## config.mk

```make
export PLATFORM = sky130hd
export DESIGN_NAME = irq_prio_ctrl
export DESIGN_NICKNAME = d
export VERILOG_FILES = /design/src/rtl/irq_pkg.sv /design/src/rtl/irq_rise_det.sv /design/src/rtl/irq_prio_sel.sv /design/src/rtl/irq_reg_rd.sv /design/src/rtl/irq_prio_ctrl.sv
export SDC_FILE = /design/constraint.sdc
export NUM_CORES = 1
export LEC_CHECK = 0
export BUFFER_PORTS_ARGS = -buffer_cell sky130_fd_sc_hd__buf_2
export CAP_MARGIN = 10
export CORE_UTILIZATION = 46
export CTS_CLUSTER_SIZE = 14
export DETAILED_ROUTE_END_ITERATION = 10
export PLACE_DENSITY_LB_ADDON = 0.1
export SLEW_MARGIN = 20
export SYNTH_ARGS = -nofsm -noshare
export SYNTH_HDL_FRONTEND = slang
export SYNTH_SLANG_ARGS = --single-unit
```

## constraint.sdc

```tcl
create_clock -name clk -period 2.7 [get_ports clk]
set_input_delay 0.135 -clock clk [delete_from_list [all_inputs] [get_ports clk]]
set_output_delay 0.135 -clock clk [all_outputs]
set_load 0.005 [all_outputs]
```

## src/rtl/irq_pkg.sv

```systemverilog
package irq_pkg;
    localparam int NUM_SRC    = 5;
    localparam int ADDR_W     = 16;
    localparam int DATA_W     = 8;
    localparam int IDX_W      = 3;
    localparam int VEC_W      = 8;
    localparam int VEC_BASE   = 'h40;
    localparam int VEC_STRIDE = 8;
    localparam int FLAG_ADDR  = 'hFF0F;
    localparam int EN_ADDR    = 'hFFFF;

    typedef enum logic [IDX_W-1:0] {
        SRC_VBLANK = 3'd0,
        SRC_DSTAT  = 3'd1,
        SRC_TIMER  = 3'd2,
        SRC_SERIAL = 3'd3,
        SRC_KEYPAD = 3'd4
    } irq_src_e;
endpackage

```

## src/rtl/irq_rise_det.sv

```systemverilog
module irq_rise_det #(
    parameter int N = 5
) (
    input  logic [N-1:0] line_i,
    input  logic [N-1:0] prev_i,
    output logic [N-1:0] rise_o
);
    for (genvar g = 0; g < N; g++) begin : g_bit
        assign rise_o[g] = line_i[g] & ~prev_i[g];
    end
endmodule

```

## src/rtl/irq_prio_sel.sv

```systemverilog
module irq_prio_sel #(
    parameter int N          = 5,
    parameter int IDX_W      = 3,
    parameter int VEC_W      = 8,
    parameter int VEC_BASE   = 'h40,
    parameter int VEC_STRIDE = 8
) (
    input  logic [N-1:0]     req_i,
    output logic             any_o,
    output logic [IDX_W-1:0] idx_o,
    output logic [VEC_W-1:0] vec_o
);
    always_comb begin
        idx_o = '0;
        // walk downward so the lowest set index is the last one kept
        for (int i = N - 1; i >= 0; i--) begin
            if (req_i[i]) idx_o = IDX_W'(i);
        end
        any_o = |req_i;
        vec_o = VEC_W'(VEC_BASE + VEC_STRIDE * int'(idx_o));
    end
endmodule

```

## src/rtl/irq_reg_rd.sv

```systemverilog
module irq_reg_rd #(
    parameter int N         = 5,
    parameter int ADDR_W    = 16,
    parameter int DATA_W    = 8,
    parameter int FLAG_ADDR = 'hFF0F,
    parameter int EN_ADDR   = 'hFFFF
) (
    input  logic [ADDR_W-1:0] addr_i,
    input  logic [N-1:0]      flag_i,
    input  logic [N-1:0]      en_i,
    output logic [DATA_W-1:0] rdata_o
);
    localparam int PAD_W = DATA_W - N;

    always_comb begin
        if (addr_i == ADDR_W'(FLAG_ADDR))
            rdata_o = {{PAD_W{1'b1}}, flag_i};
        else if (addr_i == ADDR_W'(EN_ADDR))
            rdata_o = {{PAD_W{1'b1}}, en_i};
        else
            rdata_o = '0;
    end
endmodule

```

## src/rtl/irq_prio_ctrl.sv

```systemverilog
module irq_prio_ctrl #(
    parameter int N          = irq_pkg::NUM_SRC,
    parameter int ADDR_W     = irq_pkg::ADDR_W,
    parameter int DATA_W     = irq_pkg::DATA_W,
    parameter int IDX_W      = irq_pkg::IDX_W,
    parameter int VEC_W      = irq_pkg::VEC_W,
    parameter int VEC_BASE   = irq_pkg::VEC_BASE,
    parameter int VEC_STRIDE = irq_pkg::VEC_STRIDE,
    parameter int FLAG_ADDR  = irq_pkg::FLAG_ADDR,
    parameter int EN_ADDR    = irq_pkg::EN_ADDR
) (
    input  logic              clk,
    input  logic              rst_n,
    input  logic [N-1:0]      irq_src_i,
    input  logic [ADDR_W-1:0] reg_addr_i,
    input  logic              reg_wr_i,
    input  logic [DATA_W-1:0] reg_wdata_i,
    output logic [DATA_W-1:0] reg_rdata_o,
    input  logic              ack_i,
    input  logic [IDX_W-1:0]  ack_idx_i,
    output logic              pending_o,
    output logic [IDX_W-1:0]  irq_idx_o,
    output logic [VEC_W-1:0]  vector_o
);
    typedef struct packed {
        logic [N-1:0] flag;
        logic [N-1:0] en;
        logic [N-1:0] src_prev;
    } state_t;

    state_t       state_d, state_q;
    logic [N-1:0] rise;
    logic [N-1:0] ack_mask;
    logic         wr_flag, wr_en;
    logic         wdata_unused;

    assign wdata_unused = ^reg_wdata_i[DATA_W-1:N];

    irq_rise_det #(.N(N)) u_rise (
        .line_i (irq_src_i),
        .prev_i (state_q.src_prev),
        .rise_o (rise)
    );

    irq_prio_sel #(
        .N(N), .IDX_W(IDX_W), .VEC_W(VEC_W),
        .VEC_BASE(VEC_BASE), .VEC_STRIDE(VEC_STRIDE)
    ) u_sel (
        .req_i (state_q.flag & state_q.en),
        .any_o (pending_o),
        .idx_o (irq_idx_o),
        .vec_o (vector_o)
    );

    irq_reg_rd #(
        .N(N), .ADDR_W(ADDR_W), .DATA_W(DATA_W),
        .FLAG_ADDR(FLAG_ADDR), .EN_ADDR(EN_ADDR)
    ) u_rd (
        .addr_i  (reg_addr_i),
        .flag_i  (state_q.flag),
        .en_i    (state_q.en),
        .rdata_o (reg_rdata_o)
    );

    always_comb begin
        wr_flag  = reg_wr_i && (reg_addr_i == ADDR_W'(FLAG_ADDR));
        wr_en    = reg_wr_i && (reg_addr_i == ADDR_W'(EN_ADDR));
        ack_mask = '0;
        for (int i = 0; i < N; i++) begin
            if (ack_i && (int'(ack_idx_i) == i)) ack_mask[i] = 1'b1;
        end

        state_d          = state_q;
        state_d.src_prev = irq_src_i;
        // a register write overrides the acknowledge; edges set on top of both
        if (wr_flag)
            state_d.flag = reg_wdata_i[N-1:0];
        else
            state_d.flag = state_q.flag & ~ack_mask;
        state_d.flag = state_d.flag | rise;
        if (wr_en)
            state_d.en = reg_wdata_i[N-1:0];
    end

    always_ff @(posedge clk) begin
        if (!rst_n) state_q <= '0;
        else        state_q <= state_d;
    end
endmodule

```

==> metrics.cfg <==
[run_status]
run_status = complete, no violations

[power_and_ir_drop]
comb_power_share_pct = 14.3
ir_worst_vdd_uv = 325.0
cell_internal_pwr_mw = 0.3179
switchingPower_mw = 0.1104
pwr_density_cell_mw_per_mm2 = 379.4
switching_share_pct = 25.77
power_leakage_nw = 0.5289
p_seq_share_pct = 55.6
power_frac_clock_pct = 30.2

[yosys]
synth_area_leader_cell = dfxtp_1
ys_ff_latch = 15
synth_warnings = 0
synth_top_area_share_pct = 31.79
yosysUniqueCellTypes = 27
synth_area_um2 = 944.7
async_flop_share_pct = 0
ys.flop_type = dfxtp_1
avgSynthCellArea_um2 = 8.214
yosys-top-cells-area = dfxtp_1 (32%), buf_4 (9.5%), nand2_1 (6.0%)
synth_enable_flop_cells = 0
syn_inst = 115
synth_common_cells = dfxtp_1 (15), nand2_1 (15), buf_4 (12)
ys_seq_area_share_pct = 31.79

[grt]
grt_pass1_wl_mm = 2.973
grt_usage_pct = 19.10
gr-total-overflow = 0
first_global_vias = 709
antenna_found_initial = 0
grt_start_max_net_pins = 21

[final_layout]
antenna_cells = 0
design_area_mm2 = 0.001129
synthToLayoutAreaGrowth_pct = 19.47
fin_cells = 179
reg_top3 = state_q (15)
post-route-util_pct = 58.12
drive_gt1_share_pct = 39.47
regMostFlops = state_q
largest_reg_flops = 15
fin_nets = 189

[worst_setup_path]
worst_setup_path_start_kind = input port
worstPathRequired_ns = 2.57
r2r_setup_slack_ns = 1.75
crit_type = in2out
r2r_cells = 3
crit_path_max_incr_delay_ns = 0.69
crit_chain = buf_2 -> nor4_4 -> a22oi_1 -> nor2_1 -> buf_2
critical-path-top-delay-family = simple AND/OR/NAND/NOR gates
crit_cells = 5
arrival_ns = 1.39
cp_slowest_cell = nor4_4
cp_max_fo = 16
reg2reg_from = state_q[13]
crit_path_frequent_cell = buf_2
crit_buf_inv = 2
end_kind = output port
reg2reg_to = state_q[13]

[drt]
wl_mm = 2.045
route.detailed.drc = 0
first_pass_iters = 4
first_iter_violations = 23
via_per_inst = 5.089
routedWlPerCell_um = 11.42
drtAntennaViolNets = 0
vias = 911

[cts]
tritoncts = built
cts-resized-gates = 0
post_cts_buffers = 0
cts-root-buf = clkbuf_4
cts.sinks = 15
cts_buffer_depth = 2
clkTransAtPathRegs_ns = 0.09
insertion_delay_ns = 0.29
cts_buffers = 3
h-tree-depth = 1
hold_buffers = 0

[placed_design]
dpl_cell_area_mm2 = 0.001101
dp_cells = 175
finalWeightedCongestion = 0.7459
port_buffers = 47

[hold_path]
worst_hold_path_type = in2reg
min_path_cells = 2
hold_end = state_q[3]
hp-start = irq_src_i[3]

[sta]
tns_ns = 0
min_period_over_period_pct = 56.51
whs_ns = 0.04929
report.final.hold_viol_count = 0
fmax_mhz = 655.4
slew_violations = 0
slew_headroom_pct = 46.34
finalSetupViolations = 0
period_needed_ns = 1.526
rsz0062_at_grt = no
worstMarginPinSlew_ns = 0.7983
finClkSkew_ns = 0.004751

[die]
fp.dieH_um = 47.32
ioPinCount = 56
rows = 16
core_area_mm2 = 0.001942
start_util_pct = 48.65
die_w_um = 47.32
die-area_mm2 = 0.002239

[job]
maxCapViolCount = 0

stage by stage:
| stage | power (mW) | setup slack (ns) |
|---|---|---|
| final | 0.4282 | 1.174 |
| after global routing | 0.4443 | 1.042 |
| after CTS | 0.4318 | 1.161 |
| after detailed placement | 0.3038 | 1.001 |
| after global placement | 0.3023 | 1.014 |
| after floorplan | 0.2777 | 1.363 |
cell type report:
cell class | instances | area [µm²]
Clock buffer | 3 | 22.52
Multi-Input combinational cell | 85 | 528.0
Clock inverter | 1 | 5.005
Timing Repair Buffer | 47 | 235.2
Sequential cell | 15 | 300.3
Inverter | 1 | 3.754
Tap cell | 27 | 33.78
Fill cell | 195 | 813.3
worst max-delay path by stage:
stage / from / endpoint / slack (ns)
finish: reg_addr_i[5] / reg_rdata_o[4] / 1.17
global route: reg_addr_i[5] / reg_rdata_o[4] / 1.04
CTS: reg_addr_i[5] / reg_rdata_o[4] / 1.16
detailed placement: reg_addr_i[12] / state_q[7] / 1.00
global placement: reg_addr_i[13] / state_q[8] / 1.01
floorplan: reg_addr_i[13] / reg_rdata_o[6] / 1.36
power by group through the flow:
stage / logic [mW] / registers, mW / clock network, mW
6_report: 0.0611 / 0.238 / 0.129
5_1_grt: 0.0691 / 0.239 / 0.136
4_1_cts: 0.0614 / 0.238 / 0.133
3_5_place_dp: 0.0609 / 0.243 / 0
3_3_place_gp: 0.0594 / 0.243 / 0
2_1_floorplan: 0.0369 / 0.241 / 0
worst register-to-register path: cells and delay by family, from the launching register on:
family | cells | cell delay [ns]
AOI/OAI and AO/OA | 3 | 0.50
DFF | 1 | 0.36
per-layer routing:
layer | GRT usage (%) | wire length [µm] | vias up
met5 | 0 | 0 | -
met4 | 6.857 | 23 | 0
met3 | 3.462 | 140 | 4
met2 | 31.23 | 951 | 37
met1 | 25.00 | 930 | 406
li1 | - | - | 464
cells by family after synthesis:
| logic type | synth area share (%) |
|---|---|
| buf+inv | 13.51 |
| simple gates | 31.13 |
| other cells | 0.7950 |
| compound gates | 17.48 |
| flops | 31.79 |
| mux | 5.298 |
layout by cell type, fill, tap and decap left out, types with 5 or more instances in the layout:
cell      n
nor2_1    8
and2_1    5
mux2i_1   5
buf_2    47
nor2b_1   6
dfxtp_1  15
a22oi_1   7
nand2_1  15
and3_2    5
conb_1    5
a21oi_1   6
o31a_1    5
Power figures use the tool's default switching activity.
